<file path="src/rtl/dsc_pkg.sv">
package dsc_pkg;

    typedef enum logic [2:0] {
        ST_AZ_START = 3'd0,
        ST_INTEG    = 3'd1,
        ST_DEINT    = 3'd2,
        ST_ZERO     = 3'd3,
        ST_AZ_FILL  = 3'd4,
        ST_HOLD     = 3'd5
    } dsc_state_e;

    localparam logic [3:0] SW_AZ   = 4'b0001;
    localparam logic [3:0] SW_INT  = 4'b0010;
    localparam logic [3:0] SW_DE   = 4'b0100;
    localparam logic [3:0] SW_ZERO = 4'b1000;

endpackage

</file>
<file path="src/rtl/dsc_runsync.sv">
module dsc_runsync #(
    parameter int STAGES = 2
) (
    input  logic clk,
    input  logic rst_n,
    input  logic async_i,
    output logic level_o,
    output logic rise_o
);
    logic [STAGES-1:0] chain_d, chain_q;
    logic              prev_d, prev_q;

    generate
        if (STAGES == 1) begin : g_one
            always_comb chain_d = async_i;
        end else begin : g_many
            always_comb chain_d = {chain_q[STAGES-2:0], async_i};
        end
    endgenerate

    always_comb prev_d = chain_q[STAGES-1];

    always_ff @(posedge clk or negedge rst_n) begin
        if (!rst_n) begin
            chain_q <= '0;
            prev_q  <= 1'b0;
        end else begin
            chain_q <= chain_d;
            prev_q  <= prev_d;
        end
    end

    assign level_o = chain_q[STAGES-1];
    assign rise_o  = chain_q[STAGES-1] & ~prev_q;
endmodule

</file>
<file path="src/rtl/dsc_result.sv">
module dsc_result #(
    parameter int DE_MAX    = 20001,
    parameter int UNDER_LIM = 1000,
    localparam int CNTW     = $clog2(DE_MAX)
) (
    input  logic            clk,
    input  logic            rst_n,
    input  logic            load_i,
    input  logic            over_i,
    input  logic [CNTW-1:0] cnt_i,
    output logic [CNTW-1:0] count_o,
    output logic            over_o,
    output logic            under_o
);
    localparam logic [CNTW-1:0] UNDER_V = CNTW'(UNDER_LIM);
    localparam logic [CNTW-1:0] CNT_TOP = CNTW'(DE_MAX - 1);

    logic [CNTW-1:0] count_d, count_q;
    logic            over_d, over_q, under_d, under_q;

    always_comb begin
        count_d = count_q;
        over_d  = over_q;
        under_d = under_q;
        if (load_i) begin
            count_d = cnt_i;
            over_d  = over_i;
            under_d = ~over_i & (cnt_i < UNDER_V);
        end
    end

    always_ff @(posedge clk or negedge rst_n) begin
        if (!rst_n) begin
            count_q <= '0;
            over_q  <= 1'b0;
            under_q <= 1'b0;
        end else begin
            count_q <= count_d;
            over_q  <= over_d;
            under_q <= under_d;
        end
    end

    assign count_o = count_q;
    assign over_o  = over_q;
    assign under_o = under_q;

    AST_CNT_RANGE: assert property (@(posedge clk) disable iff (!rst_n)
        count_q <= CNT_TOP);
    AST_HELD_NO_LOAD: assert property (@(posedge clk) disable iff (!rst_n)
        !load_i |=> $stable(count_q) && $stable(over_q));
endmodule

</file>
<file path="src/rtl/dsc_sequencer.sv">
module dsc_sequencer
    import dsc_pkg::*;
#(
    parameter int CYC_CLKS  = 40002,
    parameter int INT_CLKS  = 10000,
    parameter int DE_MAX    = 20001,
    parameter int ZI_NORM   = 150,
    parameter int ZI_OVER   = 6200,
    parameter int AZ_START  = 1,
    parameter int UNDER_LIM = 1000,
    localparam int CNTW     = $clog2(DE_MAX)
) (
    input  logic            clk,
    input  logic            rst_n,
    input  logic            run_i,
    input  logic            cmp_i,
    output logic [3:0]      sw_o,
    output logic            busy_o,
    output logic            pol_o,
    output logic [CNTW-1:0] count_o,
    output logic            over_o,
    output logic            under_o
);
    localparam int CYCW = $clog2(CYC_CLKS);
    localparam logic [CYCW-1:0] INT_LAST = CYCW'(INT_CLKS - 1);
    localparam logic [CYCW-1:0] DE_LAST  = CYCW'(DE_MAX - 1);
    localparam logic [CYCW-1:0] ZN_LAST  = CYCW'(ZI_NORM - 1);
    localparam logic [CYCW-1:0] ZO_LAST  = CYCW'(ZI_OVER - 1);
    localparam logic [CYCW-1:0] AZ_LAST  = CYCW'(AZ_START - 1);
    localparam logic [CYCW-1:0] CYC_LAST = CYCW'(CYC_CLKS - 1);
    localparam logic [CYCW-1:0] ZN_LEN   = CYCW'(ZI_NORM);

    typedef struct packed {
        dsc_state_e      st;
        logic [CYCW-1:0] ph;
        logic [CYCW-1:0] cyc;
        logic            pol;
    } seq_t;

    seq_t r_d, r_q;
    logic run_lvl, run_rise;
    logic load, load_over;
    logic res_over;
    logic [CYCW-1:0] zero_last;

    dsc_runsync #(.STAGES(2)) u_sync (
        .clk     (clk),
        .rst_n   (rst_n),
        .async_i (run_i),
        .level_o (run_lvl),
        .rise_o  (run_rise)
    );

    dsc_result #(.DE_MAX(DE_MAX), .UNDER_LIM(UNDER_LIM)) u_res (
        .clk     (clk),
        .rst_n   (rst_n),
        .load_i  (load),
        .over_i  (load_over),
        .cnt_i   (r_q.ph[CNTW-1:0]),
        .count_o (count_o),
        .over_o  (res_over),
        .under_o (under_o)
    );

    always_comb zero_last = res_over ? ZO_LAST : ZN_LAST;

    always_comb begin
        r_d       = r_q;
        load      = 1'b0;
        load_over = 1'b0;
        unique case (r_q.st)
            ST_AZ_START: begin
                r_d.ph = r_q.ph + 1'b1;
                if (r_q.ph == AZ_LAST) begin
                    r_d.st  = ST_INTEG;
                    r_d.ph  = '0;
                    r_d.cyc = '0;
                end
            end
            ST_INTEG: begin
                r_d.ph  = r_q.ph + 1'b1;
                r_d.cyc = r_q.cyc + 1'b1;
                if (r_q.ph == INT_LAST) begin
                    r_d.pol = cmp_i;
                    r_d.st  = ST_DEINT;
                    r_d.ph  = '0;
                end
            end
            ST_DEINT: begin
                r_d.cyc = r_q.cyc + 1'b1;
                r_d.ph  = r_q.ph + 1'b1;
                if (cmp_i != r_q.pol) begin
                    load   = 1'b1;
                    r_d.st = ST_ZERO;
                    r_d.ph = '0;
                end else if (r_q.ph == DE_LAST) begin
                    load      = 1'b1;
                    load_over = 1'b1;
                    r_d.st    = ST_ZERO;
                    r_d.ph    = '0;
                end
            end
            ST_ZERO: begin
                r_d.cyc = r_q.cyc + 1'b1;
                r_d.ph  = r_q.ph + 1'b1;
                if (r_q.ph == zero_last) begin
                    r_d.st = ST_AZ_FILL;
                    r_d.ph = '0;
                end
            end
            ST_AZ_FILL: begin
                r_d.cyc = r_q.cyc + 1'b1;
                if (r_q.cyc == CYC_LAST) begin
                    r_d.cyc = '0;
                    r_d.ph  = '0;
                    r_d.st  = run_lvl ? ST_INTEG : ST_HOLD;
                end
            end
            ST_HOLD: begin
                if (run_rise) begin
                    r_d.st = ST_AZ_START;
                    r_d.ph = '0;
                end
            end
            default: r_d.st = ST_HOLD;
        endcase
    end

    always_ff @(posedge clk or negedge rst_n) begin
        if (!rst_n) begin
            r_q.st  <= ST_AZ_START;
            r_q.ph  <= '0;
            r_q.cyc <= '0;
            r_q.pol <= 1'b0;
        end else begin
            r_q <= r_d;
        end
    end

    always_comb begin
        unique case (r_q.st)
            ST_INTEG: sw_o = SW_INT;
            ST_DEINT: sw_o = SW_DE;
            ST_ZERO:  sw_o = SW_ZERO;
            default:  sw_o = SW_AZ;
        endcase
    end

    assign busy_o = (r_q.st == ST_INTEG) || (r_q.st == ST_DEINT);
    assign pol_o  = r_q.pol;
    assign over_o = res_over;

    AST_INT_TO_DE: assert property (@(posedge clk) disable iff (!rst_n)
        (r_q.st == ST_INTEG) |=> (r_q.st == ST_INTEG) || (r_q.st == ST_DEINT));
    AST_DE_TO_ZERO: assert property (@(posedge clk) disable iff (!rst_n)
        (r_q.st == ST_DEINT) |=> (r_q.st == ST_DEINT) || (r_q.st == ST_ZERO));
    AST_CYC_BOUND: assert property (@(posedge clk) disable iff (!rst_n)
        r_q.cyc <= CYC_LAST);
    AST_POL_FROZEN: assert property (@(posedge clk) disable iff (!rst_n)
        (r_q.st == ST_DEINT) |=> $stable(r_q.pol));
    AST_LONG_ZERO_OVER: assert property (@(posedge clk) disable iff (!rst_n)
        ((r_q.st == ST_ZERO) && (r_q.ph >= ZN_LEN)) |-> res_over);
    AST_HOLD_WAITS: assert property (@(posedge clk) disable iff (!rst_n)
        ((r_q.st == ST_HOLD) && !run_rise) |=> (r_q.st == ST_HOLD));
endmodule

</file>
<file path="config.mk">
export PLATFORM = sky130hd
export DESIGN_NAME = dsc_sequencer
export DESIGN_NICKNAME = d
export VERILOG_FILES = /design/src/rtl/dsc_pkg.sv /design/src/rtl/dsc_runsync.sv /design/src/rtl/dsc_result.sv /design/src/rtl/dsc_sequencer.sv
export SDC_FILE = /design/constraint.sdc
export NUM_CORES = 1
export LEC_CHECK = 0
export BUFFER_PORTS_ARGS = -buffer_cell sky130_fd_sc_hd__buf_2
export CAP_MARGIN = 40
export CORE_UTILIZATION = 60
export DETAILED_ROUTE_END_ITERATION = 8
export GPL_TIMING_DRIVEN = 1
export PLACE_DENSITY = 0.79
export REMOVE_ABC_BUFFERS = 1
export SLEW_MARGIN = 20
export SYNTH_ARGS = -nofsm -noshare
export SYNTH_HDL_FRONTEND = slang
export SYNTH_SLANG_ARGS = --single-unit
</file>
<file path="constraint.sdc">
create_clock -name clk -period 3 [get_ports clk]
set_clock_uncertainty 0.05 [all_clocks]
set_input_delay 0.45 -clock clk [delete_from_list [all_inputs] [get_ports clk]]
set_output_delay 0.45 -clock clk [all_outputs]
set_load 0.1 [all_outputs]
</file>
# After elaboration in Yosys (flattened, before gate mapping)
# Cells that the tools add are included.
# word_totals
register_bits	56
inputBits	4
word_cells	60
# classes
addsub	2
n_lt_le_gt_ge	1
eq_ne	16
muxes	18
n_bitwise	4
n_reduce_logical	10
# ops
op	count
16-bit case mux with 6 select lines	1
19-bit 2-to-1 mux	5
35-bit 2-to-1 mux	2
16-bit case mux with 3 select lines	1
16-bit by 1-bit adder with 16-bit output, second input constant	2
3-bit case mux with 6 select lines	1
16-bit by 13-bit == test with 1-bit output	1
16-bit by 14-bit == test with 1-bit output, second input constant	1
16-bit by 15-bit == test with 1-bit output, second input constant	1
16-bit == test, second input constant	1
16-bit logical NOT	1
15-bit by 10-bit less-than comparator with 1-bit output, second input constant	1
13-bit 2-to-1 mux	1
4-bit case mux with 3 select lines	1
2-bit != test, second input constant	5
3-bit by 2-bit == test with 1-bit output, second input constant	2
3-bit == test, second input constant	2
6-bit AND reduction	1
6-bit nonzero test	1
1-bit 2-to-1 mux	5
2-bit AND reduction	2
3-bit by 1-bit == test with 1-bit output, second input constant	1
3-bit logical NOT	1
3-bit 2-to-1 mux	1
8 further kinds	10

# Depth between registers and ports, before layout
# Gate-level depths: netlist (run 1).
# depth
depth_word	6
ltp_mapped	9

# Hierarchy
# Synthesis (run 1) repeated with hierarchy kept, for this count alone.
# unflattened
cells_unflattened	326
hier_area_um2	3181.8
# modules_own_cells
mod	instances	cells_each	area_per_inst_um2	seq_area_each_um2
dsc_sequencer	1	279	2373.5	900.9
dsc_result	1	43	719.4	425.4
dsc_runsync	1	4	88.8	75.1

# Least setup slack after synthesis (run 1)
# Ideal clock, no wire load.
# synth_timing
path_type	register -> output
start	register r_q[34] (netlist name)
end	output sw_o[0]
t_arrival_ns	2.657
setup_slack_ns	-0.157
stages_incl_launch_ff	6
n_path_buf	2
path_cell_list	dfrtp_1 -> buf_2 -> or3_1 -> clkbuf_1 -> inv_1 -> nor2_1
# synth_between
elab_chain_cells	2
elab_cells_between_ends	4
classes_between	eq/ne: 3; mux: 1
# synth_rtl
item	line_no	source
start: declaration	dsc_sequencer.sv:40	seq_t r_d, r_q;
start signal: assignment	dsc_sequencer.sv:136	r_q <= r_d;
3-bit by 2-bit == test with 1-bit output or 3-bit by 1-bit == test with 1-bit output (tied branches)	dsc_sequencer.sv:141	unique case (r_q.st)
4-bit case mux with 3 select lines *	dsc_sequencer.sv:141	
end: declaration	dsc_sequencer.sv:17	output logic [3:0] sw_o,
# Mark *: on every way between the ends. The rest lies on a longest branch, timed or not.

# Worst setup path in the final report (run 1)
# layout_timing
start	register r_q[2] (netlist name)
end	register r_q[30] (netlist name)
# layout_between
elab_chain_cells	3
# layout_rtl
item	line_no	source
16-bit == test	dsc_sequencer.sv:113	if (r_q.cyc == CYC_LAST) begin
2-bit != test (no line)	-	
3-bit AND reduction (no line)	-	
# Every way passes these cells.
# A chain may end at the register's enable or synchronous reset.

==> run summary, run 1 <==
RUN STATUS
---------------------------------------------------------------------------
Outcome                                                           completed

GRT
---------------------------------------------------------------------------
Largest net degree at the start of global routing                        23
Grt total ovfl                                                            0
Antenna violations before repair                                          0
Global-route wire length before repair                            11,200 µm
Combined global-route utilization of all metal layers                 26.9%
Vias in the first global route                                        2,347

CRITICAL PATH
---------------------------------------------------------------------------
Worst R2R Start                                                      r_q[2]
CP Data Arrival Time                                                2850 ps
R2r endpoint                                                        r_q[30]
Flop2flop setup slack                                                360 ps
Kind of launch point of the worst setup path                           flop
Worst-path maximum fanout                                                18
Element type at the critical path end                                  flop
Worst path required time                                            3210 ps
Critical Setup Path Class                                      flop to flop
Worst Reg2Reg Path Length in Cells                                        8

STA
---------------------------------------------------------------------------
Crit share post-route                                                 88.0%
Worst Setup Slack, final                                             359 ps
Transition time at the pin with the least slew margin                707 ps
Setup repair after global routing missed its margin                      no
Max-slew violation count                                                  0
Top achievable clock speed                                          379 MHz
Count of final hold-check violations                                      0
Fin Hold WS                                                         25.8 ps
Time the final worst path needs with I/O delays and setup           2640 ps
Worst rel slew slack                                                  52.8%
Final setup violation count                                               0
Sum of negative setup slack                                            0 ps

CLOCKING
---------------------------------------------------------------------------
Post-CTS repair timing setup buffer count                                 0
CTS clk-pin slew, worst paths                                        100 ps
Number of clock sinks seen by CTS                                        56
Clock tree root driver cell                                    sky130_fd_sc_hd__clkbuf_8
Skew-Pair Late Insertion Delay                                       310 ps
Post-cts hold buffer count                                                0
CTS tree                                                                yes
Clock Path Buffers                                                        2
Quantity of gates resized following cts                                   0
H-tree levels                                                             2
TritonCTS Buffers                                                         5

YOSYS
---------------------------------------------------------------------------
Synth area leaders                                             sky130_fd_sc_hd__dfrtp_1 (44%), sky130_fd_sc_hd__mux2_2 (6.4%), sky130_fd_sc_hd__nor2_1 (3.6%), sky130_fd_sc_hd__nand2_1 (3.0%), sky130_fd_sc_hd__ha_1 (2.4%)
Syn. warnings                                                             0
Prevailing post-synth register cell                            sky130_fd_sc_hd__dfrtp_1
Post-synth EDFFs                                                          0
XOR/XNOR share of the synthesized area                                4.44%
Share of the synthesized area in the top cell type                    44.4%
Post-synth design cell area                                        3160 µm²
Complex-gate fraction of the synthesized area                         12.0%
Share of flip-flops with an asynchronous set or reset                  100%
Post-synthesis cell type count                                           54
Biggest area consumer among synthesized cells                  sky130_fd_sc_hd__dfrtp_1
Area fraction in and, or, nand and nor cells after synthesis          26.1%
Sequential cell area fraction in the yosys report                     44.4%
Fraction of synthesized area in multiplexers                          6.74%
Flops & latches, synth                                                   56
Synth Area per Inst                                                9.69 µm²
Main combinational cell family by area after synthesis         simple AND/OR/NAND/NOR gates
Cell count after synthesis                                              326
Area share of fa/ha/maj cells after synthesis                         2.38%

FLOORPLAN
---------------------------------------------------------------------------
Number of ports placed on the die boundary                               27
Die Outline Area                                                   5560 µm²
Initial core utilization                                              62.2%
Area inside the core boundary                                      5070 µm²
Die Span Y                                                          74.6 µm
Die X                                                               74.6 µm
Number of rows in the core area                                          26

DRT
---------------------------------------------------------------------------
Vias after detailed routing                                           2,565
DRC violation count after routing                                         0
Detail Route Antenna Nets                                                 0
Total detailed-routing wirelength                                   6930 µm
Detailed Route Iter0 Violations                                         165
Routed wirelength normalized by instance count                      16.5 µm
Post-DR vias/cell                                                      6.09
Iteration count of the initial detailed-routing pass                      4

PLACE
---------------------------------------------------------------------------
Post-DP Area                                                       3390 µm²
Port-buffer cells                                                        26
Routability cong.                                                     0.903
Cell count after placement                                              413
Post-DP HPWL                                                        4920 µm
Pre-CTS setup slack                                                  399 ps

WORST HOLD PATH
---------------------------------------------------------------------------
Hold crit path type                                            input port to async pin

FINISH
---------------------------------------------------------------------------
Cell area after layout                                             3480 µm²
Fin cells                                                               421
Layout cells sized above 1                                            20.8%
Final layout net count                                                  360
Number of antenna diodes                                                  0
Area Growth Syn to Fin                                                10.2%

PWR
---------------------------------------------------------------------------
Switching pwr                                                        287 µW
Power share of the sequential group                                   62.2%
Gate power share                                                       3.3%
Ratio of total power to cell area                                351 nW/µm²
Cell internal pwr                                                    934 µW
Highest ir drop seen on vdd                                          263 µV
Clk pwr share                                                         34.5%
Leakage power summed over all cells                                 1.61 nW
Sw frac                                                               23.5%

RUN
---------------------------------------------------------------------------
Max capacitance violation total                                           0

==> state kept, by name, summed over array words and instances, names as in the netlist <==
signal	flops
pol_o	1
r_q	35
u_res.under_o	1
u_sync.chain_q	2
u_sync.prev_q	1
u_res.over_o	1
u_res.count_o	15
==> layout by cell type, fill, tap and decap left out, types with 11 or more instances in the layout <==
cell | synthesis | layout
sky130_fd_sc_hd__dfrtp_1 | 56 | 56
sky130_fd_sc_hd__nor2_1 | 30 | 30
sky130_fd_sc_hd__buf_2 | 7 | 26
sky130_fd_sc_hd__nand2_1 | 25 | 25
sky130_fd_sc_hd__mux2_2 | 18 | 18
sky130_fd_sc_hd__nand3_1 | 13 | 13
sky130_fd_sc_hd__nand4_1 | 12 | 12
sky130_fd_sc_hd__a21oi_1 | 12 | 12
sky130_fd_sc_hd__and3_1 | 11 | 11
==> critical path, stage by stage, from the launching register on <==
cell and delay [ps]:
sky130_fd_sc_hd__dfrtp_1 420, sky130_fd_sc_hd__inv_1 80, sky130_fd_sc_hd__ha_1 140, sky130_fd_sc_hd__nor4b_2 240
sky130_fd_sc_hd__nand4_2 210, sky130_fd_sc_hd__a211o_1 520, sky130_fd_sc_hd__or4_1 600, sky130_fd_sc_hd__a211oi_2 230
sky130_fd_sc_hd__a21o_1 100
==> area by class of cell <==
class	instances	area (µm²)
Multi-Input combinational cell	240	1630
Sequential cell	56	1400
Fill cell	406	1600
Clock inverter	2	16.3
Tap cell	70	87.6
Inverter	10	37.5
Clock buffer	6	72.6
Timing Repair Buffer	37	233
==> per-stage QoR <==
stage                     util (%)  power (mW)
after floorplan                  -       0.790
after global placement        66.3       0.811
after detailed placement      66.8       0.816
after CTS                     68.6        1.23
after global routing          68.6        1.26
final                         68.6        1.22
==> how the worst max path moves through the flow <==
stage              end    start  slack (ps)  depth (start not counted)
3_3_place_gp   r_q[30]   r_q[2]         500                          8
3_5_place_dp   r_q[30]   r_q[2]         400                          8
2_1_floorplan  sw_o[0]  r_q[33]         -40                          4
6_report       r_q[30]   r_q[2]         360                          8
5_1_grt        r_q[30]   r_q[2]         230                          8
4_1_cts        r_q[30]   r_q[2]         370                          8
==> layer usage <==
metal	vias up	part of all wire, %	GRT usage, %
li1	1233	-	-
met1	1239	48	39.8
met2	85	45	40.2
met3	8	5.2	5.01
met4	0	1.3	8.39
met5	-	0	0
==> cells in the mapped netlist (all sizes together), types with 2 or more instances <==
master / instances
nor4: 8
buf: 8
and3: 11
a22o: 3
and4: 6
xnor2: 8
dfrtp: 56
nand4: 13
inv: 10
a21o: 4
xor2: 8
nor4b: 3
clkbuf: 12
o22ai: 2
mux2: 18
and2: 4
nor3: 8
a31oi: 2
o21ai: 10
o21a: 2
o2111ai: 2
nand2: 25
or2: 2
a21oi: 12
nand3: 13
nor2b: 2
a211o: 2
a211oi: 5
and3b: 2
or3: 8
o31ai: 5
nor2: 31
ha: 6
and4b: 2
==> cells by family (layout without fill, tap and decap cells) <==
kind of cell,Yosys count,after routing
flip-flops,56,56
multiplexers,19,19
AND/OR/NAND/NOR,144,144
buffers and inverters,30,55
adder cells (fa/ha/maj),6,6
AO/OA/AOI/OAI,55,55
XOR/XNOR,16,16
==> power groups by stage <==
| stage | Combinational (mW) | Clock (mW) | Sequential [mW] |
|---|---|---|---|
| after floorplan | 0.00494 | 0 | 0.785 |
| after global placement | 0.0363 | 0 | 0.775 |
| after detailed placement | 0.0417 | 0 | 0.774 |
| after CTS | 0.0417 | 0.431 | 0.760 |
| after global routing | 0.0453 | 0.452 | 0.760 |
| final | 0.0407 | 0.422 | 0.760 |
No activity file was read; power rests on OpenSTA's default activity.
==> run 2: changes to the inputs <==
--- a/config.mk
+++ b/config.mk
@@ -7,10 +7,12 @@
 export LEC_CHECK = 0
 export BUFFER_PORTS_ARGS = -buffer_cell sky130_fd_sc_hd__buf_2
 export CAP_MARGIN = 40
-export CORE_UTILIZATION = 60
+export CELL_PAD_IN_SITES_DETAIL_PLACEMENT = 1
+export CELL_PAD_IN_SITES_GLOBAL_PLACEMENT = 1
+export CORE_UTILIZATION = 46
 export DETAILED_ROUTE_END_ITERATION = 8
 export GPL_TIMING_DRIVEN = 1
-export PLACE_DENSITY = 0.79
+export PLACE_DENSITY_LB_ADDON = 0.1
 export REMOVE_ABC_BUFFERS = 1
 export SLEW_MARGIN = 20
 export SYNTH_ARGS = -nofsm -noshare
==> run summary, run 2 (synthesized netlist as in run 1, its figures left out) <==
RUN STATUS
------------------------------------------------------------------------
Failing checks                                                       DRC
Outcome                                                     finished with violations

STA
------------------------------------------------------------------------
Worst Setup Slack, final                                          340 ps   -18.3 ps
Count of final hold-check violations                                   0   unchanged
Top achievable clock speed                                       376 MHz   -0.69%
Transition time at the pin with the least slew margin             730 ps   +23.5 ps
Final setup violation count                                            0   unchanged
Setup repair after global routing missed its margin                   no
Worst rel slew slack                                               51.3%   -1.5 points
Sum of negative setup slack                                         0 ps   unchanged
Time the final worst path needs with I/O delays and setup        2660 ps   +18.3 ps
Crit share post-route                                              88.7%   +0.61 points
Max-slew violation count                                               0   unchanged

CRITICAL PATH
------------------------------------------------------------------------
Crit path launch                                                  r_q[2]
Kind of launch point of the worst setup path                        flop
Worst R2R Start                                                   r_q[2]
Critical Setup Path Class                                   flop to flop
R2r endpoint                                                     r_q[30]
End of the critical path                                         r_q[30]
Worst path required time                                         3210 ps   about the same
Worst Reg2Reg Path Length in Cells                                     8   unchanged
Flop2flop setup slack                                             340 ps   -20 ps
Element type at the critical path end                               flop
Worst-path maximum fanout                                             18   unchanged
CP Data Arrival Time                                             2870 ps   +20 ps

PLACE
------------------------------------------------------------------------
Routability cong.                                                  0.850   -5.9%
Pre-CTS setup slack                                               343 ps   -55.7 ps
Post-DP Area                                                    3390 µm²   -0.11%
Post-DP HPWL                                                     5700 µm   +16%
Cell count after placement                                           421   +1.9%
Port-buffer cells                                                     26   unchanged

CLOCKING
------------------------------------------------------------------------
Clock tree root driver cell                                 sky130_fd_sc_hd__clkbuf_8
H-tree levels                                                          2   unchanged
Post-CTS repair timing setup buffer count                              0   unchanged
TritonCTS Buffers                                                      5   unchanged
Number of clock sinks seen by CTS                                     56   unchanged
CTS clk-pin slew, worst paths                                     110 ps   about the same
Quantity of gates resized following cts                                0   unchanged
Clock Path Buffers                                                     2   unchanged
Post-cts hold buffer count                                             0   unchanged
CTS tree                                                             yes
Skew-Pair Late Insertion Delay                                    320 ps   about the same

FINISH
------------------------------------------------------------------------
Max FFs per register                                                  35   unchanged
Most flops, register                                                 r_q
Final layout net count                                               361   +0.28%
Number of antenna diodes                                               0   unchanged
Area Growth Syn to Fin                                             10.9%
Layout cells sized above 1                                         21.3%   +0.51 points
Cell area after layout                                          3500 µm²   +0.65%
Leading cell types in the layout, fill and taps excluded    sky130_fd_sc_hd__dfrtp_1 (56), sky130_fd_sc_hd__nor2_1 (30), sky130_fd_sc_hd__buf_2 (26), sky130_fd_sc_hd__nand2_1 (25), sky130_fd_sc_hd__mux2_2 (18)
Number of inserted filler cells in the final layout                  755   +86%
Most common cell after layout, fill and taps aside          sky130_fd_sc_hd__dfrtp_1
Fin cells                                                            429   +1.9%

GRT
------------------------------------------------------------------------
Vias in the first global route                                     2,613   +11%
Met1 global-route usage                                            36.9%   -2.9 points
Met3 track utilization from global routing                         2.92%   -2.1 points
Grt total ovfl                                                         0   unchanged
Global-route wire length before repair                         13,600 µm   +21%
Most used routing layer                                             met1
Antenna violations before repair                                       0   unchanged
Largest net degree at the start of global routing                     57   +150%
Met2 Use GR                                                        36.1%   -4.2 points
Combined global-route utilization of all metal layers              23.8%   -3.1 points

FLOORPLAN
------------------------------------------------------------------------
Area inside the core boundary                                   6490 µm²   +28%
Number of rows in the core area                                       29   +12%
Initial core utilization                                           48.6%   -14 points
Die X                                                            84.9 µm   +14%
Number of ports placed on the die boundary                            27   unchanged
Die Span Y                                                       84.9 µm   +14%
Die Outline Area                                                7200 µm²   +30%

DRT
------------------------------------------------------------------------
DRC violation count after routing                                      2   +2
Iteration count of the initial detailed-routing pass                   7   +3
Vias after detailed routing                                        2,593   +1.1%
Detailed Route Iter0 Violations                                      140   -15%
Routed wirelength normalized by instance count                   18.4 µm   +12%
Detail Route Antenna Nets                                              0   unchanged
Total detailed-routing wirelength                                7900 µm   +14%
Post-DR vias/cell                                                   6.04   -0.79%

WORST HOLD PATH
------------------------------------------------------------------------
Hold crit path type                                         input port to flop

PWR
------------------------------------------------------------------------
Ratio of total power to cell area                             376 nW/µm²   +6.9%
Leakage power summed over all cells                              1.62 nW   +0.60%
Highest ir drop seen on vdd                                       182 µV   -31%
Post-route total power                                           1.32 mW   +7.6%

RUN
------------------------------------------------------------------------
Max capacitance violation total                                        0   unchanged

## run 2: changes by cell type in the layout (fill, tap and decap cells not counted), sizes merged
| cell | before | now |
|---|---|---|
| clkbuf | 6 | 5 |
| bufinv | 0 | 1 |
| buf | 37 | 38 |
| inv | 10 | 11 |
| clkinv | 1 | 0 |
## run 2: critical path, stage by stage (launching register included)
cell and delay, ps:
sky130_fd_sc_hd__dfrtp_1 420, sky130_fd_sc_hd__inv_1 80, sky130_fd_sc_hd__ha_1 130, sky130_fd_sc_hd__nor4b_2 240, sky130_fd_sc_hd__nand4_2 220, sky130_fd_sc_hd__a211o_1 540
sky130_fd_sc_hd__or4_1 600, sky130_fd_sc_hd__a211oi_2 230, sky130_fd_sc_hd__a21o_1 100
## run 2: cell type report
| cell class | instances | area [µm²] | area share [%] |
|---|---|---|---|
| timing repair buffer | 38 | 220 | 6.29 |
| sequential | 56 | 1400 | 40.0 |
| clock inverter | 3 | 46.3 | 1.32 |
| clock buffer | 5 | 68.8 | 1.96 |
| multi-input combinational | 240 | 1630 | 46.6 |
| inverter | 10 | 37.5 | 1.07 |
| tap | 77 | 96.3 | 2.75 |
## run 2: worst min-delay path by stage
| stage | slack, ps | cells past startpoint | to | startpoint |
|---|---|---|---|---|
| floorplan | 100 | 0 | pol_o | rst_n |
| global placement | 290 | 0 | u_sync.chain_q[1] | u_sync.chain_q[0] |
| detailed placement | 290 | 0 | u_sync.chain_q[1] | u_sync.chain_q[0] |
| CTS | 190 | 1 | u_sync.chain_q[0] | run_i |
| global route | 180 | 1 | u_sync.chain_q[0] | run_i |
| finish | 190 | 1 | u_sync.chain_q[0] | run_i |
## run 2: power breakdown
group	switching [mW]	total, mW	internal [mW]
combinational	0.0303	0.0357	0.00539
clock	0.268	0.520	0.252
sequential	0.00196	0.760	0.758
## run 2: routing by layer
metal / part of all wire (%) / vias to the layer above
met5: 0 / -
met4: 0.72 / 0
met1: 52 / 1300
li1: - / 1232
met3: 3.7 / 4
met2: 44 / 57
## run 2: stage by stage
| stage | utilization (%) | hold slack, ps |
|---|---|---|
| finish | 53.9 | 193 |
| global route | 53.9 | 183 |
| CTS | 53.9 | 190 |
| detailed placement | 52.1 | 286 |
| global placement | 52.1 | 287 |
| floorplan | - | 104 |
